--- src/rtl/qts_pkg.sv ---
package qts_pkg;

    localparam int NUM_SEG = 4;

    typedef enum logic {
        LINK_SPLIT = 1'b0,
        LINK_CHAIN = 1'b1
    } link_mode_e;

    // segments 0 and 1 are short, 2 and 3 are long
    function automatic int seg_len(input int idx, input int short_len, input int long_len);
        return (idx < 2) ? short_len : long_len;
    endfunction

    // number of visible taps counted back from the far end of a segment
    function automatic int seg_taps(input int idx);
        return (idx < 2) ? 1 : 2;
    endfunction

endpackage

--- src/rtl/qts_segment.sv ---
module qts_segment #(
    parameter int LEN  = 4,
    parameter int NTAP = 1
) (
    input  logic            clk,
    input  logic            clr,
    input  logic            sin,
    output logic [NTAP-1:0] taps
);

    logic [LEN-1:0] st;

    always_ff @(negedge clk) begin
        if (clr) begin
            st <= '0;
        end else begin
            st <= {st[LEN-2:0], sin};
        end
    end

    // tap k is the stage k places before the far end
    for (genvar k = 0; k < NTAP; k++) begin : gen_tap
        assign taps[k] = st[LEN-1-k];
    end

    // a clear leaves every stage at zero
    p_clear_zero_r1: assert property (@(negedge clk) disable iff (clr)
        $past(clr) |-> (st == '0));

    // first stage takes the value presented at the previous falling edge
    p_load_first_r2: assert property (@(negedge clk) disable iff (clr)
        !$past(clr) |-> (st[0] == $past(sin)));

    // every other stage takes its neighbour's previous value
    p_shift_step_r2: assert property (@(negedge clk) disable iff (clr)
        !$past(clr) |-> (st[LEN-1:1] == $past(st[LEN-2:0])));

endmodule

--- src/rtl/qts_link_mux.sv ---
module qts_link_mux
    import qts_pkg::*;
#(
    parameter int NSEG = 4
) (
    input  link_mode_e      mode,
    input  logic [NSEG-1:0] ext_in,
    input  logic [NSEG-2:0] prev_last,
    output logic [NSEG-1:0] feed
);

    assign feed[0] = ext_in[0];

    for (genvar i = 1; i < NSEG; i++) begin : gen_link
        assign feed[i] = (mode == LINK_CHAIN) ? prev_last[i-1] : ext_in[i];
    end

endmodule

--- src/rtl/quad_tap_shreg.sv ---
module quad_tap_shreg
    import qts_pkg::*;
#(
    parameter int SHORT_LEN = 4,
    parameter int LONG_LEN  = 5
) (
    input  logic clk,
    input  logic clr,
    input  logic chain,
    input  logic sin_a,
    input  logic sin_b,
    input  logic sin_c,
    input  logic sin_d,
    output logic q_a,
    output logic q_b,
    output logic q_c_mid,
    output logic q_c,
    output logic q_d_mid,
    output logic q_d
);

    link_mode_e         mode;
    logic [NUM_SEG-1:0] ext_in;
    logic [NUM_SEG-1:0] feed;
    logic [NUM_SEG-1:0] seg_last;

    assign mode   = chain ? LINK_CHAIN : LINK_SPLIT;
    assign ext_in = {sin_d, sin_c, sin_b, sin_a};

    qts_link_mux #(
        .NSEG(NUM_SEG)
    ) u_link (
        .mode     (mode),
        .ext_in   (ext_in),
        .prev_last(seg_last[NUM_SEG-2:0]),
        .feed     (feed)
    );

    for (genvar i = 0; i < NUM_SEG; i++) begin : gen_seg
        localparam int LEN_I = seg_len(i, SHORT_LEN, LONG_LEN);
        localparam int NT_I  = seg_taps(i);

        logic [NT_I-1:0] taps;

        qts_segment #(
            .LEN (LEN_I),
            .NTAP(NT_I)
        ) u_seg (
            .clk (clk),
            .clr (clr),
            .sin (feed[i]),
            .taps(taps)
        );

        assign seg_last[i] = taps[0];

        if (i > 0) begin : gen_link_chk
            // joined mode loads each segment from its predecessor's end
            p_chain_feed_r5: assert property (@(negedge clk) disable iff (clr)
                (!$past(clr) && $past(chain)) |-> (u_seg.st[0] == $past(seg_last[i-1])));

            // split mode loads each segment from its own pin only
            p_split_feed_r8: assert property (@(negedge clk) disable iff (clr)
                (!$past(clr) && !$past(chain)) |-> (u_seg.st[0] == $past(ext_in[i])));
        end
    end

    assign q_a     = seg_last[0];
    assign q_b     = seg_last[1];
    assign q_c     = seg_last[2];
    assign q_d     = seg_last[3];
    assign q_c_mid = gen_seg[2].taps[1];
    assign q_d_mid = gen_seg[3].taps[1];

    // the final tap of a long segment trails its middle tap by one edge
    p_tap_order_r4: assert property (@(negedge clk) disable iff (clr)
        !$past(clr) |-> ((q_c == $past(q_c_mid)) && (q_d == $past(q_d_mid))));

endmodule

--- config.mk ---
export PLATFORM = sky130hd
export DESIGN_NAME = quad_tap_shreg
export DESIGN_NICKNAME = d
export VERILOG_FILES = /design/src/rtl/qts_pkg.sv /design/src/rtl/qts_segment.sv /design/src/rtl/qts_link_mux.sv /design/src/rtl/quad_tap_shreg.sv
export SDC_FILE = /design/constraint.sdc
export NUM_CORES = 1
export LEC_CHECK = 0
export BUFFER_PORTS_ARGS = -buffer_cell sky130_fd_sc_hd__buf_2
export CORE_AREA = 3 3 40 42
export DETAILED_ROUTE_END_ITERATION = 16
export DIE_AREA = 0 0 43 45
export PLACE_DENSITY_LB_ADDON = 0.12
export SYNTH_ARGS = -nofsm -noshare
export SYNTH_HDL_FRONTEND = slang
export SYNTH_SLANG_ARGS = --single-unit
--- constraint.sdc ---
create_clock -name clk -period 1.6 [get_ports clk]
set_clock_uncertainty 0.2 [all_clocks]
set_input_delay 0.08 -clock clk [delete_from_list [all_inputs] [get_ports clk]]
set_output_delay 0.08 -clock clk [all_outputs]
set_load 0.02 [all_outputs]
==> results.json <==
{
  "worstSetupPathType": "flop to output pin",
  "fin_ws_ps": -259.0,
  "min_path_cells": 1,
  "fin_area_um2": 745.7,
  "max_stage_delay_ps": 310,
  "grt_pass1_wl_mm": 1.490,
  "synthCells": 41,
  "setup-tns-final_ps": -1532,
  "hold_class": "flop to flop",
  "num_vias": 375,
  "die_h_um": 45,
  "critPathLaunchType": "flop",
  "fin_nets": 84,
  "drtAntennaViolNets": 0,
  "layout_commonest_cell": "inv_1",
  "path_buf_inv": 1,
  "drt_iter0_markers": 2,
  "grt_max_degree": 18,
  "ys_seq_elements": 18,
  "cts.hold.buffers_added": 0,
  "die_w_um": 43,
  "cts-htree-levels": 1,
  "root_buffer": "clkbuf_4",
  "firstDrtPassIters": 3,
  "status": "finished, violations left",
  "rrSetupSlack_ps": 650,
  "io_pins": 13,
  "final_util": 0.5803,
  "r2r_cells": 3,
  "core_area_um2": 1285,
  "hold_start": "gen_seg[1].u_seg.st[0]",
  "cts_inserted_buffers": 3,
  "tightest_slew_ps": 237.2,
  "failed_checks": "negative setup slack",
  "crit_required_ps": 1320,
  "r2r-start": "gen_seg[1].u_seg.st[3]",
  "endpoint_kind": "output pin",
  "drv_cap": 0,
  "crit-reg2reg-capture": "gen_seg[2].u_seg.st[0]",
  "routed_wl_um": 781,
  "area_delta_synth_final_pct": 44.66,
  "drive_above_1_share": 0.3289,
  "p_leak_nw": 0.4190,
  "clock-sinks": 18,
  "finalSetupViolCount": 6,
  "critical_path.slowest_cell": "dfxtp_2",
  "tritoncts": "yes",
  "port_buffers": 12,
  "largest_register_ffs": 18,
  "regMostFlops": "gen_seg.u_seg.st",
  "cp_max_fo": 2,
  "dp.cells": 69,
  "arrival_ps": 1580,
  "syn_nets": 48,
  "netlist_area_um2": 515.5,
  "crit_family": "flip-flops",
  "place.gp.congestion": 0.6231,
  "dieArea_um2": 1935,
  "slew_headroom": 0.8418,
  "clkLatencyLatePin_ps": 350,
  "reg_top3": "gen_seg.u_seg.st (18)",
  "drc": 0,
  "holdPathEnd": "gen_seg[1].u_seg.st[1]",
  "diodes": 0,
  "antenna_found_initial": 0,
  "start_util": 0.4012,
  "layout_common_cells": "inv_1 (18), dfxtp_1 (12), nor2b_1 (8), and2b_1 (7)",
  "yosysWarnings": 0,
  "post_drt_wl_per_cell_um": 8.582,
  "p_per_area_nw_per_um2": 1190,
  "placedInstanceArea_um2": 601.8,
  "viasPerCell": 4.121,
  "overflow": 0,
  "hold_slack_ps": 230.0,
  "ys_types": 7,
  "clockBufferDepth": 2,
  "yosysSeqAreaShare": 0.6990,
  "rsz0062_at_grt": "yes",
  "worstPathCellList": "buf_6",
  "clk_pin_slew_ps": 40,
  "rows": 13,
  "slew_violations": 0,
  "track_usage": 0.1083,
  "syn_area_per_cell_um2": 12.57,
  "grt_pass1_vias": 439,
  "final_hold_viol_count": 0,
  "fin_cells": 91,
  "ir_worst_vdd_mv": 0.5235
}
-- cell families after synthesis --
logic type / Yosys count / synth area share
flops: 18 / 0.6990
mux: 3 / 0.05825
simple gates: 18 / 0.2209
buf+inv: 2 / 0.02184
-- worst register-to-register path: stages, from the launching register on --
cell and delay (ps):
dfxtp_2 310, buf_4 120, mux2i_1 150, nor2_1 50
-- synthesized netlist by cell type --
master,n,share of area
dfxtp_1,18,0.70
nor2b_1,8,0.097
and2b_1,7,0.10
mux2i_1,3,0.058
nor2_1,3,0.022
buf_4,1,0.015
inv_1,1,0.0073
-- how the worst max path moves through the flow --
stage	slack, ps	depth (start not counted)	to	from
final	-260	1	q_c	gen_seg[2].u_seg.st[4]
after global routing	-330	1	q_d_mid	gen_seg[3].u_seg.st[3]
after CTS	-280	1	q_c	gen_seg[2].u_seg.st[4]
after detailed placement	-50	2	gen_seg[3].u_seg.st[4]	clr
after global placement	-20	2	gen_seg[2].u_seg.st[3]	clr
after floorplan	110	0	q_a	gen_seg[0].u_seg.st[3]
-- per-layer routing --
layer	vias up	part of all wire	global-route usage
met5	-	0	0
met4	0	0.010	0.09639
met3	2	0.059	0.08765
met2	7	0.51	0.1796
met1	172	0.42	0.07654
li1	194	-	-
-- timing repair --
item / CTS / global route
gates resized for setup: 18 / 0
cloned: 0 / 0
setup endpoints to repair: 6 / 6
setup buffers: 1 / 0
-- area by class of cell --
type | instances | area [um2]
Sequential cell | 18 | 367.9
Clock buffer | 3 | 22.52
Timing Repair Buffer | 15 | 120.1
Multi-Input combinational cell | 21 | 143.9
Tap cell | 15 | 18.77
Fill cell | 112 | 539.3
Clock inverter | 19 | 72.57
-- stage by stage --
stage / setup slack [ps] / power, mW
after floorplan: 109.7 / 0.5619
after global placement: -21.20 / 0.5771
after detailed placement: -45.15 / 0.5785
after CTS: -275.0 / 0.9130
after global routing: -330.1 / 0.9802
final: -259.0 / 0.8871
-- power by group --
group	switching [mW]	leakage (nW)	internal, mW	total (mW)
logic	0.0148	0.160	0.0205	0.0353
registers	0.00289	0.150	0.463	0.466
clock network	0.237	0.110	0.150	0.386
No activity file was read; power rests on OpenSTA's default activity.
